File: src/rtl/spis_pkg.sv
package spis_pkg;

   typedef enum logic [1:0] {
      RA_DATA = 2'd0,
      RA_CTRL = 2'd1,
      RA_STAT = 2'd2,
      RA_NONE = 2'd3
   } spis_addr_e;

   localparam int CT_EN    = 7;
   localparam int CT_START = 6;

   localparam logic [7:0] STAT_RESET = 8'h01;

   typedef struct packed {
      logic irq;
      logic ovr;
      logic col;
      logic abt;
   } spis_flags_t;

   typedef struct packed {
      logic done;
      logic abort;
      logic collide;
   } spis_evt_t;

endpackage

File: src/rtl/spis_sync.sv
module spis_sync #(
   parameter int               WIDTH   = 3,
   parameter int               STAGES  = 2,
   parameter logic [WIDTH-1:0] RST_VAL = '0
) (
   input  logic             clk,
   input  logic             rst_n,
   input  logic [WIDTH-1:0] d,
   output logic [WIDTH-1:0] q
);

   if (STAGES < 2) begin : g_bad_stages
      $error("spis_sync needs at least two stages");
   end

   logic [WIDTH-1:0] stg [STAGES];

   always_ff @(posedge clk or negedge rst_n) begin
      if (!rst_n) begin
         for (int s = 0; s < STAGES; s++) stg[s] <= RST_VAL;
      end else begin
         stg[0] <= d;
         for (int s = 1; s < STAGES; s++) stg[s] <= stg[s-1];
      end
   end

   assign q = stg[STAGES-1];

endmodule

File: src/rtl/spis_shift.sv
module spis_shift #(
   parameter int CHAR_W    = 8,
   parameter bit MSB_FIRST = 1'b1,
   localparam int LEN_W    = $clog2(CHAR_W)
) (
   input  logic              clk,
   input  logic              rst_n,
   input  logic              en,
   input  logic              ss_s,
   input  logic              sck_s,
   input  logic              mosi_s,
   input  logic [LEN_W-1:0]  len,
   input  logic [CHAR_W-1:0] txdata,
   output logic              miso,
   output logic              busy,
   output logic [CHAR_W-1:0] rxchar,
   output spis_pkg::spis_evt_t evt
);

   localparam logic [LEN_W:0] FULL_LEN = (LEN_W+1)'(CHAR_W);

   logic              ss_d, sck_d;
   logic              ss_fall, ss_rise, sck_rise, sck_fall;
   logic [LEN_W-1:0]  cnt;
   logic [LEN_W:0]    eff_len;
   logic              last;
   logic [CHAR_W-1:0] mask;
   logic [CHAR_W-1:0] rx_sh, rx_next;
   logic [CHAR_W-1:0] tx_sh, tx_load, tx_shifted;
   logic              miso_bit;
   logic              take_bit;

   assign ss_fall  = ss_d & ~ss_s;
   assign ss_rise  = ~ss_d & ss_s;
   assign sck_rise = ~sck_d & sck_s;
   assign sck_fall = sck_d & ~sck_s;

   assign eff_len  = (len == '0) ? FULL_LEN : {1'b0, len};
   assign last     = ({1'b0, cnt} == (eff_len - 1'b1));
   assign take_bit = en & ~ss_s & ~ss_fall & sck_rise;

   always_comb begin
      for (int i = 0; i < CHAR_W; i++) mask[i] = (i < int'(eff_len));
   end

   if (MSB_FIRST) begin : g_msb
      assign rx_next    = (rx_sh << 1) | CHAR_W'(mosi_s);
      assign tx_load    = txdata << (FULL_LEN - eff_len);
      assign tx_shifted = tx_sh << 1;
      assign miso_bit   = tx_sh[CHAR_W-1];
   end else begin : g_lsb
      always_comb begin
         rx_next      = rx_sh;
         rx_next[cnt] = mosi_s;
      end
      assign tx_load    = txdata;
      assign tx_shifted = tx_sh >> 1;
      assign miso_bit   = tx_sh[0];
   end

   always_ff @(posedge clk or negedge rst_n) begin
      if (!rst_n) begin
         ss_d  <= 1'b1;
         sck_d <= 1'b0;
         cnt   <= '0;
         rx_sh <= '0;
         tx_sh <= '0;
      end else begin
         ss_d  <= ss_s;
         sck_d <= sck_s;
         if (!en) begin
            cnt   <= '0;
            tx_sh <= '0;
         end else if (ss_fall) begin
            cnt   <= '0;
            tx_sh <= tx_load;
         end else if (ss_rise) begin
            cnt <= '0;
         end else if (take_bit) begin
            rx_sh <= rx_next;
            if (last) begin
               cnt   <= '0;
               tx_sh <= tx_load;
            end else begin
               cnt <= cnt + 1'b1;
            end
         end else if (!ss_s && sck_fall && cnt != '0) begin
            tx_sh <= tx_shifted;
         end
      end
   end

   assign evt.done    = take_bit & last;
   assign evt.abort   = en & ss_rise & (cnt != '0);
   assign evt.collide = en & ss_s & sck_rise;
   assign busy        = (cnt != '0);
   assign rxchar      = rx_next & mask;
   assign miso        = en & ~ss_s & miso_bit;

   // counter never runs past the selected length
   a_r4_cnt_in_range: assert property (@(posedge clk) disable iff (!rst_n)
      ({1'b0, cnt} < eff_len));

   // partial character is dropped once select has been released
   a_r11_busy_ends: assert property (@(posedge clk) disable iff (!rst_n)
      (busy && ss_s) |=> !busy);

   // disabled block holds no partial character
   a_r2_idle_off: assert property (@(posedge clk) disable iff (!rst_n)
      !en |=> (cnt == '0));

endmodule

File: src/rtl/spis_status.sv
module spis_status (
   input  logic                clk,
   input  logic                rst_n,
   input  logic                en,
   input  spis_pkg::spis_evt_t evt,
   input  logic                start_req,
   input  logic                rd_data,
   input  logic                wr_stat,
   input  logic [3:0]          clr,
   input  logic                busy,
   input  logic                ss_s,
   output logic [7:0]          stat,
   output logic                irq_flag
);
   import spis_pkg::*;

   spis_flags_t fl;
   logic        full;

   always_ff @(posedge clk or negedge rst_n) begin
      if (!rst_n) begin
         fl   <= '0;
         full <= 1'b0;
      end else if (!en) begin
         fl   <= '0;
         full <= 1'b0;
      end else begin
         fl.irq <= (fl.irq & ~(wr_stat & clr[3])) | evt.done | evt.abort | start_req;
         fl.ovr <= (fl.ovr & ~(wr_stat & clr[2])) | (evt.done & full & ~rd_data);
         fl.col <= (fl.col & ~(wr_stat & clr[1])) | evt.collide;
         fl.abt <= (fl.abt & ~(wr_stat & clr[0])) | evt.abort;
         full   <= evt.done | (full & ~rd_data);
      end
   end

   assign stat     = {fl.irq, fl.ovr, fl.col, fl.abt, 2'b00, en & busy, en ? ss_s : 1'b1};
   assign irq_flag = fl.irq;

   // abort raises both abort and interrupt flags
   a_r7_abort_flags: assert property (@(posedge clk) disable iff (!rst_n)
      (en && evt.abort) |=> (fl.abt && fl.irq));

   // write-one clears the abort flag when no new abort arrives
   a_r5_w1c_abort: assert property (@(posedge clk) disable iff (!rst_n)
      (wr_stat && clr[0] && !evt.abort) |=> !fl.abt);

   // completion into an unread character flags overrun
   a_r6_overrun: assert property (@(posedge clk) disable iff (!rst_n)
      (en && evt.done && full && !rd_data) |=> fl.ovr);

   // collision event is latched
   a_r8_collision: assert property (@(posedge clk) disable iff (!rst_n)
      (en && evt.collide) |=> fl.col);

   // start request latches the interrupt flag
   a_r9_start: assert property (@(posedge clk) disable iff (!rst_n)
      (en && start_req) |=> fl.irq);

   // disabling clears every sticky flag
   a_r2_flags_off: assert property (@(posedge clk) disable iff (!rst_n)
      !en |=> (fl == '0 && !full));

endmodule

File: src/rtl/spi_slave_stat.sv
module spi_slave_stat #(
   parameter int CHAR_W      = 8,
   parameter int SYNC_STAGES = 2,
   parameter bit MSB_FIRST   = 1'b1
) (
   input  logic       clk,
   input  logic       rst_n,
   input  logic       sck,
   input  logic       ss_n,
   input  logic       mosi,
   output logic       miso,
   input  logic [1:0] reg_addr,
   input  logic       reg_wr,
   input  logic       reg_rd,
   input  logic [7:0] reg_wdata,
   output logic [7:0] reg_rdata,
   output logic       irq
);
   import spis_pkg::*;

   localparam int LEN_W = $clog2(CHAR_W);

   if (CHAR_W < 2 || CHAR_W > 8 || (1 << LEN_W) != CHAR_W) begin : g_bad_width
      $error("CHAR_W must be 2, 4 or 8");
   end

   logic [2:0]        sync_q;
   logic              sck_s, ss_s, mosi_s;
   logic              en_q;
   logic [LEN_W-1:0]  len_q;
   logic [CHAR_W-1:0] txdata_q, rxdata_q, rxchar;
   logic              busy, irq_flag, start_req, rd_data, wr_stat;
   logic [7:0]        stat, ctrl_rd;
   spis_evt_t         evt;

   spis_sync #(.WIDTH(3), .STAGES(SYNC_STAGES), .RST_VAL(3'b010)) u_sync (
      .clk(clk), .rst_n(rst_n), .d({sck, ss_n, mosi}), .q(sync_q)
   );
   assign {sck_s, ss_s, mosi_s} = sync_q;

   assign start_req = reg_wr & (reg_addr == RA_CTRL) & reg_wdata[CT_START];
   assign rd_data   = reg_rd & (reg_addr == RA_DATA);
   assign wr_stat   = reg_wr & (reg_addr == RA_STAT);

   always_ff @(posedge clk or negedge rst_n) begin
      if (!rst_n) begin
         en_q     <= 1'b0;
         len_q    <= '0;
         txdata_q <= '0;
         rxdata_q <= '0;
      end else begin
         if (reg_wr && reg_addr == RA_CTRL) begin
            en_q  <= reg_wdata[CT_EN];
            len_q <= reg_wdata[LEN_W-1:0];
         end
         if (reg_wr && reg_addr == RA_DATA) txdata_q <= reg_wdata[CHAR_W-1:0];
         if (evt.done) rxdata_q <= rxchar;
      end
   end

   spis_shift #(.CHAR_W(CHAR_W), .MSB_FIRST(MSB_FIRST)) u_shift (
      .clk(clk), .rst_n(rst_n), .en(en_q), .ss_s(ss_s), .sck_s(sck_s),
      .mosi_s(mosi_s), .len(len_q), .txdata(txdata_q), .miso(miso),
      .busy(busy), .rxchar(rxchar), .evt(evt)
   );

   spis_status u_stat (
      .clk(clk), .rst_n(rst_n), .en(en_q), .evt(evt), .start_req(start_req),
      .rd_data(rd_data), .wr_stat(wr_stat), .clr(reg_wdata[7:4]),
      .busy(busy), .ss_s(ss_s), .stat(stat), .irq_flag(irq_flag)
   );

   always_comb begin
      ctrl_rd              = '0;
      ctrl_rd[CT_EN]       = en_q;
      ctrl_rd[LEN_W-1:0]   = len_q;
   end

   always_comb begin
      case (reg_addr)
         RA_DATA: reg_rdata = 8'(rxdata_q);
         RA_CTRL: reg_rdata = ctrl_rd;
         RA_STAT: reg_rdata = stat;
         default: reg_rdata = 8'h00;
      endcase
   end

   assign irq = irq_flag & en_q;

   // a completed character lands in the data register
   a_r3_capture: assert property (@(posedge clk) disable iff (!rst_n)
      evt.done |=> (rxdata_q == $past(rxchar)));

   // an aborted character does not touch the data register
   a_r7_keep_data: assert property (@(posedge clk) disable iff (!rst_n)
      (evt.abort && !evt.done) |=> $stable(rxdata_q));

endmodule

File: config.mk
export PLATFORM = sky130hd
export DESIGN_NAME = spi_slave_stat
export DESIGN_NICKNAME = d
export VERILOG_FILES = /design/src/rtl/spis_pkg.sv /design/src/rtl/spis_sync.sv /design/src/rtl/spis_shift.sv /design/src/rtl/spis_status.sv /design/src/rtl/spi_slave_stat.sv
export SDC_FILE = /design/constraint.sdc
export NUM_CORES = 1
export LEC_CHECK = 0
export ABC_AREA = 1
export BUFFER_PORTS_ARGS = -buffer_cell sky130_fd_sc_hd__buf_2
export CORE_MARGIN = 10
export CORE_UTILIZATION = 60
export DETAILED_ROUTE_END_ITERATION = 16
export PLACE_DENSITY = 0.82
export SYNTH_ARGS = -nofsm -noshare
export SYNTH_HDL_FRONTEND = slang
export SYNTH_SLANG_ARGS = --single-unit
File: constraint.sdc
create_clock -name clk -period 3 [get_ports clk]
set_input_delay 0.6 -clock clk [delete_from_list [all_inputs] [get_ports clk]]
set_output_delay 0.6 -clock clk [all_outputs]
set_load 0.05 [all_outputs]
==> results by group, run 1 <==
Setup path
  – Cell mode on critical path: nand2_1
  – Worst EP required: 3.22 ns
  – Crit path largest cell delay: 0.59 ns
  – CP cell instances: inv_1 -> ha_1 -> inv_2 -> nand2_1 -> nand2_1 -> nor2_2 -> nand2_1 -> nand3_2 -> nand3_4 -> nand2_1 -> o21ai_1
  – Crit path kind: reg2reg
  – CP endpoint kind: flop
  – Worst Setup Start Kind: flop
  – CP max stage cell: dfrtp_1
  – Worst-path fanout max: 16
  – Worst EP arrival: 2.65 ns

Layout
  – Finished Cell Area: 0.00295 mm^2
  – Post-layout util: 68.1%
  – Nets@finish: 366
  – Layout area overhead: 10.8%
  – N_diodes: 0
  – Layout cell share with drive strength beyond 1: 18.0%

Pwr
  – Int Pwr: 1.20 mW
  – Power per Cell Area: 597 mW/mm^2
  – Leak: 1.48 nW
  – Sw Pwr: 0.558 mW
  – IR drop worst, VDD: 455 uV
  – Clk network pwr share: 32.2%
  – Gate power share: 22.4%
  – Switching share of power: 31.7%
  – Sequential share of power: 45.4%

STA
  – Max-slew headroom: 28.6%
  – Final hold vios: 0
  – Fmax: 0.411 GHz
  – Slew Viols, Final: 0
  – Final critical-path share of the clock period: 81.1%
  – Final min period: 2.43 ns
  – Setup-failing EPs final: 0
  – Slew @ Worst Pin: 1.07 ns
  – Clock skew: 0.0109 ns
  – Setup TNS: 0 ns
  – RSZ-0062 raised after global routing: no

Clock network
  – Post-CTS sizing: 0
  – Clk buf depth: 2
  – Clock Latency Late Sink: 0.32 ns
  – Clock Tree Root: clkbuf_8
  – Hold_buf cts: 0
  – Num CTS Buffers: 5
  – CTS clk-pin slew, worst paths: 0.10 ns
  – Total clock sinks: 51
  – TritonCTS clock tree: built
  – Htree depth: 2
  – Postcts setup bufs: 0

Place
  – # port buffers: 26
  – DP Wirelength: 4.22 mm
  – GP Congestion: 0.924
  – Placed cell area: 0.00281 mm^2

Routing
  – DR iter-0 viols: 201
  – WL per Instance: 14.4 um
  – DR DRC count: 0
  – Antenna viol nets, final: 0
  – WL final: 5.72 mm
  – Via/cell ratio: 5.54
  – Vias: 2199
  – DRT Pass-1 Iters: 4

Global route
  – GR Layer Usage met3: 4.78%
  – Vias in the first global route: 2132
  – All-Layer GR Usage: 16.4%
  – Met2 GRT Util: 25.4%
  – Largest net degree at the start of global routing: 52
  – Top Usage Layer GRT: met2
  – First-pass GRT wire length: 10.1 mm
  – Initial antenna violation count: 0
  – Grt met1 use: 21.7%
  – GR Overflow Total: 0

Logic synthesis
  – Synth Flop Type: dfrtp_1
  – EDFF count, synth: 0
  – Synthesized area: 0.00266 mm^2
  – Count leader, synth: nand2_1
  – Sequential share of the synthesized area: 48.1%
  – Asr flop ratio synth: 100%
  – Synth top area cells: dfrtp_1, nand2_1, nand3_1
  – Yosys reg bits: 51
  – Post-synth top cells: nand2_1, dfrtp_1, inv_1
  – YS warnings: 0
  – Area leader, netlist: dfrtp_1
  – Net Count, Synth: 340
  – Synth Instances: 318
  – Count of cell types in the netlist: 33
  – Syn Area/Cell: 8.36 um^2
  – Synth top area share: 45.2%

Run
  – Max_cap viols: 0

Die
  – Core area: 0.00432 mm^2
  – Row Count: 24
  – IO Pins: 27
  – Initial Utilization: 61.5%
  – Die height: 86.6 um
  – Die Wd: 86.6 um
  – Die ar.: 0.00749 mm^2

Hold path
  – Hold WC Path Type: reg2reg

Outcome
  – Status: complete, no violations
## placed cells by master, fill, tap and decap left out, drive strengths merged
cell / synthesis / final
or2: 2 / 2
o211ai: 3 / 3
clkinv: 1 / 1
inv: 43 / 43
o221ai: 3 / 3
dfrtp: 48 / 48
a41oi: 1 / 1
nand4: 5 / 5
nor2: 11 / 11
o21ai: 38 / 38
clkinvlp: 0 / 1
nor3: 2 / 2
nand3: 39 / 39
buf: 6 / 27
xnor2: 1 / 1
a22o: 1 / 1
clkbuf: 2 / 5
bufinv: 0 / 2
mux2: 8 / 8
o22ai: 3 / 3
ha: 5 / 5
dfstp: 3 / 3
nand2: 89 / 89
a21oi: 4 / 4
## sequential cells by signal (all words and copies together), names as in the netlist
| name | flops |
|---|---|
| u_sync.q | 3 |
| u_stat.full | 1 |
| u_shift.sck_d | 1 |
| u_sync.stg | 3 |
| u_shift.tx_sh | 8 |
| u_shift.cnt | 3 |
| u_stat.irq_flag | 1 |
| u_stat.stat | 3 |
| u_shift.rx_sh | 7 |
| txdata_q | 8 |
| len_q | 3 |
| rxdata_q | 8 |
| u_shift.ss_d | 1 |
| en_q | 1 |
## path summary, 6_finish.rpt
| path | from | to | slack (ns) | cells after the start |
|---|---|---|---|---|
| worst min register to register | u_sync.stg[5] | u_sync.q[2] | 0.36 | 0 |
| min in group asynchronous | rst_n | u_shift.tx_sh[6] | 0.48 | 1 |
| worst max register to register | len_q[0] | u_shift.tx_sh[1] | 0.57 | 11 |
| max in group asynchronous | rst_n | u_stat.stat[4] | 1.87 | 1 |
| worst max-delay path | len_q[0] | u_shift.tx_sh[1] | 0.57 | 11 |
| worst min-delay path | u_sync.stg[5] | u_sync.q[2] | 0.36 | 0 |
## worst max-delay path, delay by kind of cell, from the launching register on
kind,cells,cell delay (ns)
flops,1,0.59
buf+inv,2,0.43
fa+ha+maj,1,0.53
compound gates,1,0.06
simple gates,7,0.74
## cells by family (layout without fill, tap and decap cells)
| kind of cell | count (synthesis) | in the layout | synth area share, % |
|---|---|---|---|
| flops | 51 | 51 | 48.1 |
| mux | 8 | 8 | 3.39 |
| simple gates | 148 | 148 | 26.4 |
| xor+xnor | 1 | 1 | 0.329 |
| fa+ha+maj | 5 | 5 | 2.35 |
| buf+inv | 52 | 79 | 8.23 |
| compound gates | 53 | 53 | 11.1 |
## per-layer routing
metal,routed length [um],vias to the layer above
li1,-,1099
met1,2670,1022
met3,348,8
met4,70,0
met2,2630,70
met5,0,-
## stage by stage
stage	setup slack, ns	power [mW]	hold WS [ns]	cells
finish	0.568	1.76	0.362	397
global route	0.307	1.86	0.366	397
CTS	0.568	1.76	0.363	397
detailed placement	0.600	1.20	0.341	389
global placement	0.646	1.19	0.332	389
floorplan	0.391	1.10	0.304	318
## cell type report
class | instances | area [um^2]
Fill cell | 374 | 1380
Sequential cell | 51 | 1280
Multi-Input combinational cell | 215 | 1160
Inverter | 44 | 166
Timing Repair Buffer | 27 | 138
Clock buffer | 5 | 68.8
Clock inverter | 3 | 67.6
Tap cell | 52 | 65.1
## power by group through the flow
stage	logic [mW]	clock network [mW]	registers, mW
2_1_floorplan	0.310	0	0.793
3_3_place_gp	0.382	0	0.809
3_5_place_dp	0.388	0	0.812
6_report	0.395	0.566	0.799
4_1_cts	0.392	0.574	0.799
5_1_grt	0.443	0.605	0.807
Note: power is estimated with default switching activity, not from simulation.
==> run 2, diff against run 1 <==
- CORE_UTILIZATION: 60 -> 53
- PLACE_DENSITY: 0.82 -> 0.77
- clock period: 3 -> 2.1 ns (I/O delays scaled with it)
==> run 2 against run 1 <==
- final cell count rose by 5.3%
- worst setup slack got worse by 0.44 ns
- combinational power rose by 54%
- critical path depth fell by 5
==> results by group, run 2 (synthesis gave the netlist of run 1 again) <==
Outcome
  – Status: complete, no violations

STA
  – Slew @ Worst Pin: 0.629 ns
  – Final critical-path share of the clock period: 94.1%
  – RSZ-0062 raised after global routing: no
  – Max-slew headroom: 58.1%
  – Final min period: 1.98 ns
  – Fmax: 0.506 GHz
  – Setup-failing EPs final: 0
  – Setup TNS: 0 ns
  – Final hold vios: 0
  – Clock skew: 0.00630 ns
  – Worst Hold Margin: 0.201 ns
  – Slew Viols, Final: 0

Routing
  – Vias: 2197
  – Via/cell ratio: 5.26
  – DR DRC count: 0
  – DR iter-0 viols: 126
  – WL per Instance: 13.9 um
  – DRT Pass-1 Iters: 7
  – Antenna viol nets, final: 0
  – WL final: 5.82 mm

Layout
  – Finished Cell Area: 0.00299 mm^2
  – Most frequent cells in the layout: nand2_1, dfrtp_1, inv_1, nand3_1, o21ai_0
  – Biggest registers after layout: rxdata_q (8), txdata_q (8), u_shift.tx_sh (8)
  – Nets@finish: 372
  – Most common cell after layout, fill and taps aside: nand2_1
  – Final Non-Filler Cells: 418
  – N_diodes: 0
  – Layout area overhead: 12.4%
  – Layout cell share with drive strength beyond 1: 19.7%

Clock network
  – Clk buf depth: 2
  – Clock Latency Late Sink: 0.30 ns
  – TritonCTS clock tree: built
  – Htree depth: 2
  – Clock Tree Root: clkbuf_8
  – Num CTS Buffers: 5
  – CTS clk-pin slew, worst paths: 0.10 ns
  – Postcts setup bufs: 0
  – Hold_buf cts: 0
  – Total clock sinks: 51

Die
  – Core area: 0.00479 mm^2
  – Die height: 90.8 um
  – Row Count: 25
  – Die Wd: 90.8 um
  – Initial Utilization: 55.6%
  – IO Pins: 27
  – Die ar.: 0.00825 mm^2

Setup path
  – Worst Setup Start Kind: flop
  – CP endpoint kind: output pin
  – CP max stage cell: dfrtp_2
  – Buf/Inv on CP: 2
  – Worst EP arrival: 1.56 ns
  – Crit path kind: reg2out
  – Worst EP required: 1.68 ns
  – Worst-path fanout max: 5
  – Top Family by Delay on Critical Path: flip-flops
  – Crit path largest cell delay: 0.42 ns
  – CP cell instances: inv_1 -> ha_1 -> nand2_1 -> nand3_1 -> o221ai_1 -> buf_4

Global route
  – Initial antenna violation count: 0
  – Largest net degree at the start of global routing: 52
  – All-Layer GR Usage: 14.7%
  – GR Overflow Total: 0
  – Vias in the first global route: 2167
  – First-pass GRT wire length: 10.3 mm

Hold path
  – Hold WC Path Type: in2reg

Place
  – Placed cell area: 0.00287 mm^2
  – DP Wirelength: 4.38 mm
  – GP Congestion: 0.848
  – # port buffers: 26
  – Placed insts: 410

Pwr
  – Clk network pwr share: 28.4%
  – Sequential share of power: 46.6%
  – Int Pwr: 1.62 mW
  – IR drop worst, VDD: 624 uV
  – Power per Cell Area: 813 mW/mm^2
  – Leak: 1.50 nW
  – Switching share of power: 33.1%
  – Sw Pwr: 0.804 mW
  – Gate power share: 25.1%
  – Tot Pwr: 2.43 mW

Run
  – Max_cap viols: 0
[run 2: routing by layer]
metal  vias to the layer above  routed length, um  share of wire [%]  track usage, %
met2                        62               2720                 47            23.1
met4                         0                 55               0.95            3.26
met1                      1023               2760                 47            20.1
li1                       1103                  -                  -               -
met5                         -                  0                  0               0
met3                         9                289                5.0            3.24
[run 2: power by group through the flow]
stage / logic [mW] / registers [mW] / clock network (mW)
2_1_floorplan: 0.443 / 1.13 / 0
3_3_place_gp: 0.591 / 1.15 / 0
3_5_place_dp: 0.602 / 1.15 / 0
4_1_cts: 0.608 / 1.13 / 0.701
5_1_grt: 0.694 / 1.14 / 0.748
6_report: 0.608 / 1.13 / 0.689
[run 2: stage by stage]
| stage | setup slack, ns | util (%) |
|---|---|---|
| after floorplan | -0.149 | - |
| after global placement | 0.289 | 60.0 |
| after detailed placement | 0.259 | 60.0 |
| after CTS | 0.0466 | 62.4 |
| after global routing | 0.0451 | 62.5 |
| final | 0.125 | 62.5 |
[run 2: final timing paths]
check | cells past startpoint | to | slack, ns | start
min in group asynchronous | 2 | u_shift.tx_sh[6] | 0.22 | rst_n
max reg2reg | 9 | u_shift.tx_sh[2] | 0.27 | u_sync.q[1]
max in group asynchronous | 2 | u_shift.cnt[0] | 1.44 | rst_n
min | 1 | u_sync.stg[4] | 0.20 | ss_n
min reg2reg | 0 | u_sync.q[0] | 0.36 | u_sync.stg[3]
max | 6 | reg_rdata[1] | 0.12 | u_shift.cnt[0]
[run 2: timing repair]
| item | CTS | global route |
|---|---|---|
| setup endpoints to repair | 0 | 1 |
| endpoints found under the hold margin | 0 | 0 |
| gates resized for setup | 0 | 3 |
[run 2: area by class of cell]
type / count / area, um^2
Fill cell: 407 / 1800
Inverter: 44 / 166
Clock buffer: 5 / 68.8
Timing Repair Buffer: 33 / 185
Sequential cell: 51 / 1280
Tap cell: 67 / 83.8
Multi-Input combinational cell: 215 / 1160
Clock inverter: 3 / 43.8
[run 2: worst register-to-register path, cell delays in order (launching register included)]
cell	delay, ns
dfstp_2	0.60
inv_1	0.07
ha_1	0.26
inv_1	0.17
nand2_4	0.12
inv_2	0.12
nand3_2	0.10
nand3_4	0.18
nand2_1	0.07
o21ai_1	0.07
